[src/rtl/wdog_pkg.sv]
`timescale 1ns/1ps
package wdog_pkg;

  localparam int NUM_REGS = 6;
  localparam int SEL_W    = 3;

  typedef enum logic [SEL_W-1:0] {
    RSEL_RELOAD  = 3'd0,
    RSEL_COUNT   = 3'd1,
    RSEL_CTRL    = 3'd2,
    RSEL_SERVICE = 3'd3,
    RSEL_GUARD   = 3'd4,
    RSEL_STATE   = 3'd5
  } reg_sel_e;

  // status word bit positions
  localparam int ST_BUSY_ANY    = 0;
  localparam int ST_BUSY_RELOAD = 1;
  localparam int ST_BUSY_CTRL   = 2;
  localparam int ST_ERR         = 3;
  localparam int ST_W           = 4;

  localparam logic [31:0] UNLOCK_KEY = 32'h1ACC_E551;

endpackage

[src/rtl/wdog_addr_decode.sv]
`timescale 1ns/1ps
module wdog_addr_decode
  import wdog_pkg::*;
#(
  parameter int          ADDR_W    = 32,
  parameter logic [31:0] BASE_ADDR = 32'h0
) (
  input  logic [ADDR_W-1:0] addr,
  output logic              hit,
  output reg_sel_e          sel
);

  localparam logic [ADDR_W-1:0] SPAN = ADDR_W'(NUM_REGS * 4);

  logic [ADDR_W-1:0] offset;

  assign offset = addr - ADDR_W'(BASE_ADDR);
  assign hit    = (offset < SPAN) && (offset[1:0] == 2'b00);
  assign sel    = reg_sel_e'(offset[SEL_W+1:2]);

endmodule

[src/rtl/wdog_access_guard.sv]
`timescale 1ns/1ps
module wdog_access_guard
  import wdog_pkg::*;
#(
  parameter int DATA_W = 32
) (
  input  logic              clk,
  input  logic              rst_n,
  input  logic              guard_wr,
  input  logic [DATA_W-1:0] wdata,
  output logic              locked
);

  localparam logic [DATA_W-1:0] KEY = DATA_W'(UNLOCK_KEY);

  always_ff @(posedge clk or negedge rst_n) begin
    if (!rst_n)        locked <= 1'b1;
    else if (guard_wr) locked <= (wdata != KEY);
  end


  key_unlocks_chk: assert property (@(posedge clk) disable iff (!rst_n)
    (guard_wr && wdata == KEY) |=> !locked);


  wrong_value_locks_chk: assert property (@(posedge clk) disable iff (!rst_n)
    (guard_wr && wdata != KEY) |=> locked);

endmodule

[src/rtl/wdog_write_tracker.sv]
`timescale 1ns/1ps
module wdog_write_tracker #(
  parameter int BUSY_CYCLES = 2
) (
  input  logic clk,
  input  logic rst_n,
  input  logic wr_any,
  input  logic wr_reload,
  input  logic wr_ctrl,
  input  logic clr_err,
  output logic busy_any,
  output logic busy_reload,
  output logic busy_ctrl,
  output logic err
);

  localparam int CW = $clog2(BUSY_CYCLES + 1);

  logic [CW-1:0] win_q;

  always_ff @(posedge clk or negedge rst_n) begin
    if (!rst_n) begin
      win_q       <= '0;
      busy_reload <= 1'b0;
      busy_ctrl   <= 1'b0;
    end else if (wr_any) begin
      win_q       <= CW'(BUSY_CYCLES);
      busy_reload <= busy_reload | wr_reload;
      busy_ctrl   <= busy_ctrl | wr_ctrl;
    end else if (win_q != '0) begin
      win_q <= win_q - 1'b1;
      if (win_q == CW'(1)) begin
        busy_reload <= 1'b0;
        busy_ctrl   <= 1'b0;
      end
    end
  end

  assign busy_any = (win_q != '0);

  always_ff @(posedge clk or negedge rst_n) begin
    if (!rst_n)                   err <= 1'b0;
    else if (wr_any && busy_any)  err <= 1'b1;
    else if (clr_err)             err <= 1'b0;
  end


  write_opens_window_chk: assert property (@(posedge clk) disable iff (!rst_n)
    wr_any |=> busy_any);


  reg_flags_inside_window_chk: assert property (@(posedge clk) disable iff (!rst_n)
    (busy_reload || busy_ctrl) |-> busy_any);


  overlap_sets_err_chk: assert property (@(posedge clk) disable iff (!rst_n)
    (wr_any && busy_any) |=> err);


  err_sticky_chk: assert property (@(posedge clk) disable iff (!rst_n)
    (err && !clr_err) |=> err);

endmodule

[src/rtl/wdog_down_counter.sv]
`timescale 1ns/1ps
module wdog_down_counter #(
  parameter int DATA_W = 32
) (
  input  logic              clk,
  input  logic              rst_n,
  input  logic              load_wr,
  input  logic [DATA_W-1:0] load_data,
  input  logic              kick,
  input  logic              en,
  output logic [DATA_W-1:0] reload,
  output logic [DATA_W-1:0] count,
  output logic              expire
);

  logic [DATA_W-1:0] ld_val;

  assign ld_val = (load_data == '0) ? DATA_W'(1) : load_data;

  always_ff @(posedge clk or negedge rst_n) begin
    if (!rst_n) begin
      reload <= '1;
      count  <= '1;
      expire <= 1'b0;
    end else begin
      expire <= 1'b0;
      if (load_wr) begin
        reload <= ld_val;
        count  <= ld_val;
      end else if (kick) begin
        count <= reload;
      end else if (count == '0) begin
        count <= reload;
      end else if (en) begin
        count <= count - 1'b1;
        if (count == DATA_W'(1)) expire <= 1'b1;
      end
    end
  end


  hold_when_off_chk: assert property (@(posedge clk) disable iff (!rst_n)
    (!en && !load_wr && !kick && count != '0) |=> $stable(count));


  expire_one_cycle_chk: assert property (@(posedge clk) disable iff (!rst_n)
    expire |=> !expire);


  expire_then_reload_chk: assert property (@(posedge clk) disable iff (!rst_n)
    (expire && !load_wr && !kick) |=> (count == $past(reload)));


  expire_at_zero_chk: assert property (@(posedge clk) disable iff (!rst_n)
    expire |-> (count == '0));

endmodule

[src/rtl/wdog_lockable.sv]
`timescale 1ns/1ps
module wdog_lockable
  import wdog_pkg::*;
#(
  parameter int          ADDR_W      = 32,
  parameter int          DATA_W      = 32,
  parameter logic [31:0] BASE_ADDR   = 32'h0,
  parameter int          BUSY_CYCLES = 2
) (
  input  logic              clk,
  input  logic              rst_n,
  input  logic [ADDR_W-1:0] bus_addr,
  input  logic              bus_wr,
  input  logic              bus_rd,
  input  logic [DATA_W-1:0] bus_wdata,
  output logic [DATA_W-1:0] bus_rdata,
  output logic              rst_req_o
);

  logic              hit;
  reg_sel_e          sel;
  logic              locked;
  logic              en_q;
  logic              busy_any, busy_reload, busy_ctrl, err;
  logic [DATA_W-1:0] reload, count;
  logic              wr_hit, open_wr;
  logic              wr_reload, wr_ctrl, wr_state, wr_service, wr_guard, wr_any;
  logic              clr_err;
  logic [DATA_W-1:0] rd_mux;
  logic [ST_W-1:0]   state_bits;

  wdog_addr_decode #(.ADDR_W(ADDR_W), .BASE_ADDR(BASE_ADDR)) dec_i (
    .addr (bus_addr),
    .hit  (hit),
    .sel  (sel)
  );

  assign wr_hit     = bus_wr & hit;
  assign open_wr    = wr_hit & ~locked;
  assign wr_reload  = open_wr & (sel == RSEL_RELOAD);
  assign wr_ctrl    = open_wr & (sel == RSEL_CTRL);
  assign wr_state   = open_wr & (sel == RSEL_STATE);
  assign wr_service = wr_hit  & (sel == RSEL_SERVICE);
  assign wr_guard   = wr_hit  & (sel == RSEL_GUARD);
  assign wr_any     = wr_reload | wr_ctrl | wr_state | wr_service | wr_guard;
  assign clr_err    = wr_state & bus_wdata[ST_ERR];

  wdog_access_guard #(.DATA_W(DATA_W)) guard_i (
    .clk      (clk),
    .rst_n    (rst_n),
    .guard_wr (wr_guard),
    .wdata    (bus_wdata),
    .locked   (locked)
  );

  wdog_write_tracker #(.BUSY_CYCLES(BUSY_CYCLES)) track_i (
    .clk         (clk),
    .rst_n       (rst_n),
    .wr_any      (wr_any),
    .wr_reload   (wr_reload),
    .wr_ctrl     (wr_ctrl),
    .clr_err     (clr_err),
    .busy_any    (busy_any),
    .busy_reload (busy_reload),
    .busy_ctrl   (busy_ctrl),
    .err         (err)
  );

  wdog_down_counter #(.DATA_W(DATA_W)) cnt_i (
    .clk       (clk),
    .rst_n     (rst_n),
    .load_wr   (wr_reload),
    .load_data (bus_wdata),
    .kick      (wr_service),
    .en        (en_q),
    .reload    (reload),
    .count     (count),
    .expire    (rst_req_o)
  );

  always_ff @(posedge clk or negedge rst_n) begin
    if (!rst_n)       en_q <= 1'b0;
    else if (wr_ctrl) en_q <= bus_wdata[0];
  end

  always_comb begin
    state_bits                 = '0;
    state_bits[ST_BUSY_ANY]    = busy_any;
    state_bits[ST_BUSY_RELOAD] = busy_reload;
    state_bits[ST_BUSY_CTRL]   = busy_ctrl;
    state_bits[ST_ERR]         = err;
  end

  always_comb begin
    rd_mux = '0;
    if (hit) begin
      case (sel)
        RSEL_RELOAD: rd_mux = reload;
        RSEL_COUNT:  rd_mux = count;
        RSEL_CTRL:   rd_mux = DATA_W'(en_q);
        RSEL_GUARD:  rd_mux = DATA_W'(locked);
        RSEL_STATE:  rd_mux = DATA_W'(state_bits);
        default:     rd_mux = '0;
      endcase
    end
  end

  always_ff @(posedge clk or negedge rst_n) begin
    if (!rst_n)      bus_rdata <= '0;
    else if (bus_rd) bus_rdata <= rd_mux;
  end


  locked_ctrl_hold_chk: assert property (@(posedge clk) disable iff (!rst_n)
    (locked && wr_hit && sel == RSEL_CTRL) |=> $stable(en_q));


  locked_reload_hold_chk: assert property (@(posedge clk) disable iff (!rst_n)
    (locked && wr_hit && sel == RSEL_RELOAD) |=> $stable(reload));


  unmapped_read_zero_chk: assert property (@(posedge clk) disable iff (!rst_n)
    (bus_rd && !hit) |=> (bus_rdata == '0));

endmodule

[config.mk]
export PLATFORM = sky130hd
export DESIGN_NAME = wdog_lockable
export DESIGN_NICKNAME = d
export VERILOG_FILES = /design/src/rtl/wdog_pkg.sv /design/src/rtl/wdog_addr_decode.sv /design/src/rtl/wdog_access_guard.sv /design/src/rtl/wdog_write_tracker.sv /design/src/rtl/wdog_down_counter.sv /design/src/rtl/wdog_lockable.sv
export SDC_FILE = /design/constraint.sdc
export NUM_CORES = 1
export LEC_CHECK = 0
export ABC_CLOCK_PERIOD_IN_PS = 3300
export BUFFER_PORTS_ARGS = -buffer_cell sky130_fd_sc_hd__buf_2
export CAP_MARGIN = 15
export CELL_PAD_IN_SITES_DETAIL_PLACEMENT = 1
export CELL_PAD_IN_SITES_GLOBAL_PLACEMENT = 2
export CORE_ASPECT_RATIO = 1.2
export CORE_MARGIN = 2
export CORE_UTILIZATION = 34
export CTS_CLUSTER_DIAMETER = 60
export DETAILED_ROUTE_END_ITERATION = 10
export GPL_ROUTABILITY_DRIVEN = 0
export HOLD_SLACK_MARGIN = 0.08
export PLACE_DENSITY_LB_ADDON = 0.1
export SETUP_SLACK_MARGIN = 0.5
export SLEW_MARGIN = 20
export SYNTH_ARGS = -nofsm -noshare
export SYNTH_HDL_FRONTEND = slang
export SYNTH_SLANG_ARGS = --single-unit
[constraint.sdc]
create_clock -name clk -period 3.3 [get_ports clk]
set_clock_uncertainty 0.05 [all_clocks]
set_input_delay 0.33 -clock clk [delete_from_list [all_inputs] [get_ports clk]]
set_output_delay 0.33 -clock clk [all_outputs]
set_load 0.01 [all_outputs]
==> flow_metrics.env <==
export IMPL_antenna_found_initial=0
export IMPL_num_vias=5497
export IMPL_initialDrtViolationCount=374
export IMPL_netlist_instances=652
export IMPL_ys_seq_area_share_pct=45.4
export IMPL_timing_hold_violations_final=0
export IMPL_status="complete, no violations"
export IMPL_final_setup_tns_ns=0
export IMPL_crit_arrival_ns=2.94
export IMPL_clkLatencyLatePin_ns=0.37
export IMPL_finalNonFillerCells=959
export IMPL_cts_root_buf="clkbuf_16"
export IMPL_synth_common_cells="nand2_1, dfstp_2, inv_1, dfrtp_1, nor2_1"
export IMPL_worstSetupStartpoint="cnt_i.count[18]$_DFFE_PN1P_"
export IMPL_fp_dieH_um=148
export IMPL_viasPerCell=5.73
export IMPL_grt_ovfl_total=0
export IMPL_synthesis_nets=725
export IMPL_slowest_stage="or4_1"
export IMPL_dp_cells=942
export IMPL_drc=0
export IMPL_required_ns=3.56
export IMPL_end_kind="flop"
export IMPL_routed_wl_mm=21.0
export IMPL_synth_distinct_cells=65
export IMPL_dr_pass1_iters=4
export IMPL_avgSynthCellArea_um2=9.06
export IMPL_drt_antenna_violating_nets=0
export IMPL_min_path_type="in -> reg"
export IMPL_power_share_clock_pct=43.5
export IMPL_switching_share_pct=25.7
export IMPL_peakVddDrop_mv=0.204
export IMPL_track_usage_pct=23.2
export IMPL_r2r_cells=7
export IMPL_max_stage_delay_ns=0.60
export IMPL_p_comb_share_pct=5.7
export IMPL_yosysMostFrequentCell="nand2_1"
export IMPL_fin_util_pct=41.1
export IMPL_grt_pass1_vias=5971
export IMPL_fin_ws_ns=0.620
export IMPL_critPathKind="reg -> reg"
export IMPL_num_rows=52
export IMPL_tritoncts="yes"
export IMPL_slew_viol_final=0
export IMPL_rsz0062_at_grt="false"
export IMPL_pre_cts_slack_ns=0.287
export IMPL_area_delta_synth_final_pct=17.8
export IMPL_start_kind="flop"
export IMPL_critPathTopFamily="simple AND/OR/NAND/NOR gates"
export IMPL_die_x_um=124
export IMPL_io_pins=101
export IMPL_numCtsBuffers=9
export IMPL_path_buf_inv=1
export IMPL_share_seq_of_total_power_pct=50.8
export IMPL_yosysWarnings=0
export IMPL_cp_max_fo=19
export IMPL_r2r_start="cnt_i.count[18]$_DFFE_PN1P_"
export IMPL_ys_seq_elements=104
export IMPL_dieArea_mm2=0.0185
export IMPL_finalCritPeriodShare_pct=81.2
export IMPL_grt_pass1_wl_mm=33.6
export IMPL_synth_edf_count=0
export IMPL_r2r_slack_ns=0.62
export IMPL_drive_above_1_share_pct=30.6
export IMPL_max_cap_viol_count=0
export IMPL_timing_rr_end="cnt_i.count[17]$_DFFE_PN1P_"
export IMPL_clock_fmax_mhz=373
export IMPL_dpl_hpwl_mm=15.2
export IMPL_grt_max_degree=64
export IMPL_powerDensity_mw_per_mm2=361
export IMPL_synthArstFlopShare_pct=100
export IMPL_cp_num_cells=7
export IMPL_intPower_uw=1870
export IMPL_finalSetupViolations=0
export IMPL_initial_core_util_pct=34.9
export IMPL_n_antenna_cell=0
export IMPL_period_minus_slack_ns=2.68
export IMPL_maxSlewHeadroom_pct=37.3
export IMPL_multi_input_area_mm2=0.00288
export IMPL_register_area_mm2=0.00268
export IMPL_post_drt_wl_per_cell_um=21.9
export IMPL_p_leak_uw=0.00297
export IMPL_io_buffers=100
export IMPL_syn_area_mm2=0.00591
export IMPL_max_slew_worst_pin_slew_ns=0.936
export IMPL_fin_hold_ws_ns=0.133
export IMPL_fill_cells=1998
export IMPL_synthTopCellsByArea="dfstp_2, dfrtp_1, nand2_1"
export IMPL_core_mm2=0.0169
export IMPL_post_cts_setup_buffers=0
export IMPL_htreeDepth=3
export IMPL_nNetsFinal=811
export IMPL_ys_flop_type="dfstp_2"
export IMPL_cp_cell_sequence="or4_1 > nor4_2 > nand4_2 > and2_2 > buf_4 > o21ai_0 > o211a_1"
export IMPL_clockBufferDepth=2
export IMPL_yosysTopAreaCell="dfstp_2"
export IMPL_worst_setup_path_endpoint="cnt_i.count[17]$_DFFE_PN1P_"
export IMPL_clock_sinks=104
export IMPL_netlist_area_leader_share_pct=28.9
export IMPL_p_sw_uw=647
export IMPL_clkTransAtPathRegs_ns=0.07
## repair_timing
item,in CTS,in global routing
resized for setup,3,3
hold endpoints to repair,24,0
hold buffers,1,0
endpoints found under the setup margin,14,10
## flip-flops by register name, indices dropped and copies added (netlist names)
name / cells
bus_rdata: 32
cnt_i.count: 32
cnt_i.reload: 32
track_i.win_q: 2
cnt_i.expire: 1
en_q: 1
guard_i.locked: 1
track_i.busy_ctrl: 1
track_i.busy_reload: 1
track_i.err: 1
## per-stage QoR
stage | total power [µW] | area, µm²
floorplan | 1340 | 5910
global placement | 1440 | 6630
detailed placement | 1440 | 6630
CTS | 2540 | 6940
global route | 2610 | 6960
finish | 2510 | 6960
## cell usage in the layout (no fill, tap or decap), drive strengths merged, types with 3 or more instances in the layout
cell	synthesis	layout
dfrtp	39	39
o31ai	4	4
clkbuf	35	10
nor2	36	36
nor4	26	26
mux2i	12	12
o21ai	26	26
and2	3	3
buf	12	121
o21a	3	3
nand2	101	101
o22ai	34	34
nand4	23	23
and4	3	3
a21oi	21	21
o211ai	12	12
a211oi	8	8
xor2	4	4
nand3	6	6
and3	3	3
a31o	3	3
or4	10	10
or2	3	3
nor3	15	15
o32ai	3	3
inv	43	46
ha	5	5
a31oi	8	8
or3	4	4
xnor2	16	16
a22oi	29	29
dfstp	65	65
## per-layer routing
metal  wire [µm]  GRT usage [%]
met5           0              0
met2       10700           40.2
met3         942           3.27
met1        9060           29.7
met4         318           8.20
## worst min-delay path by stage
stage / cells past startpoint / slack [ns] / start / to
2_1_floorplan: 0 / -0.02 / rst_n / bus_rdata[0]$_DFFE_PN0P_
3_3_place_gp: 2 / 0.40 / cnt_i.reload[25]$_DFFE_PN1P_ / cnt_i.reload[25]$_DFFE_PN1P_
3_5_place_dp: 2 / 0.41 / cnt_i.reload[1]$_DFFE_PN1P_ / cnt_i.reload[1]$_DFFE_PN1P_
4_1_cts: 3 / 0.12 / bus_wdata[12] / cnt_i.reload[12]$_DFFE_PN1P_
5_1_grt: 3 / 0.14 / bus_wdata[26] / cnt_i.reload[26]$_DFFE_PN1P_
6_report: 3 / 0.13 / bus_wdata[12] / cnt_i.reload[12]$_DFFE_PN1P_
## cells by family after synthesis
| kind of cell | share of synthesized area [%] |
|---|---|
| AND/OR/NAND/NOR | 21.9 |
| AO/OA/AOI/OAI | 19.7 |
| flip-flops | 45.4 |
| buffers and inverters | 6.50 |
| XOR/XNOR | 2.96 |
| multiplexers | 2.41 |
| adder cells (fa/ha/maj) | 1.06 |
## power by group through the flow
| stage | clock (µW) | sequential [µW] | combinational, µW |
|---|---|---|---|
| after floorplan | 0 | 1300 | 36.6 |
| after global placement | 0 | 1300 | 141 |
| after detailed placement | 0 | 1300 | 144 |
| after CTS | 1120 | 1280 | 146 |
| after global routing | 1170 | 1280 | 157 |
| final | 1090 | 1280 | 143 |
## area by class of cell
cell class	instances	share of cell area (%)
multi-input combinational	458	41.4
sequential	104	38.6
timing repair buffer	122	9.64
tap	216	3.88
clock buffer	10	3.43
inverter	43	2.32
clock inverter	6	0.719
## worst reg2reg max path: stages (launching register included)
cell and delay, ns:
dfstp_2 0.40, or4_1 0.60, nor4_2 0.40, nand4_2 0.16
and2_2 0.32, buf_4 0.28, o21ai_0 0.23, o211a_1 0.19
Power figures use the tool's default switching activity.
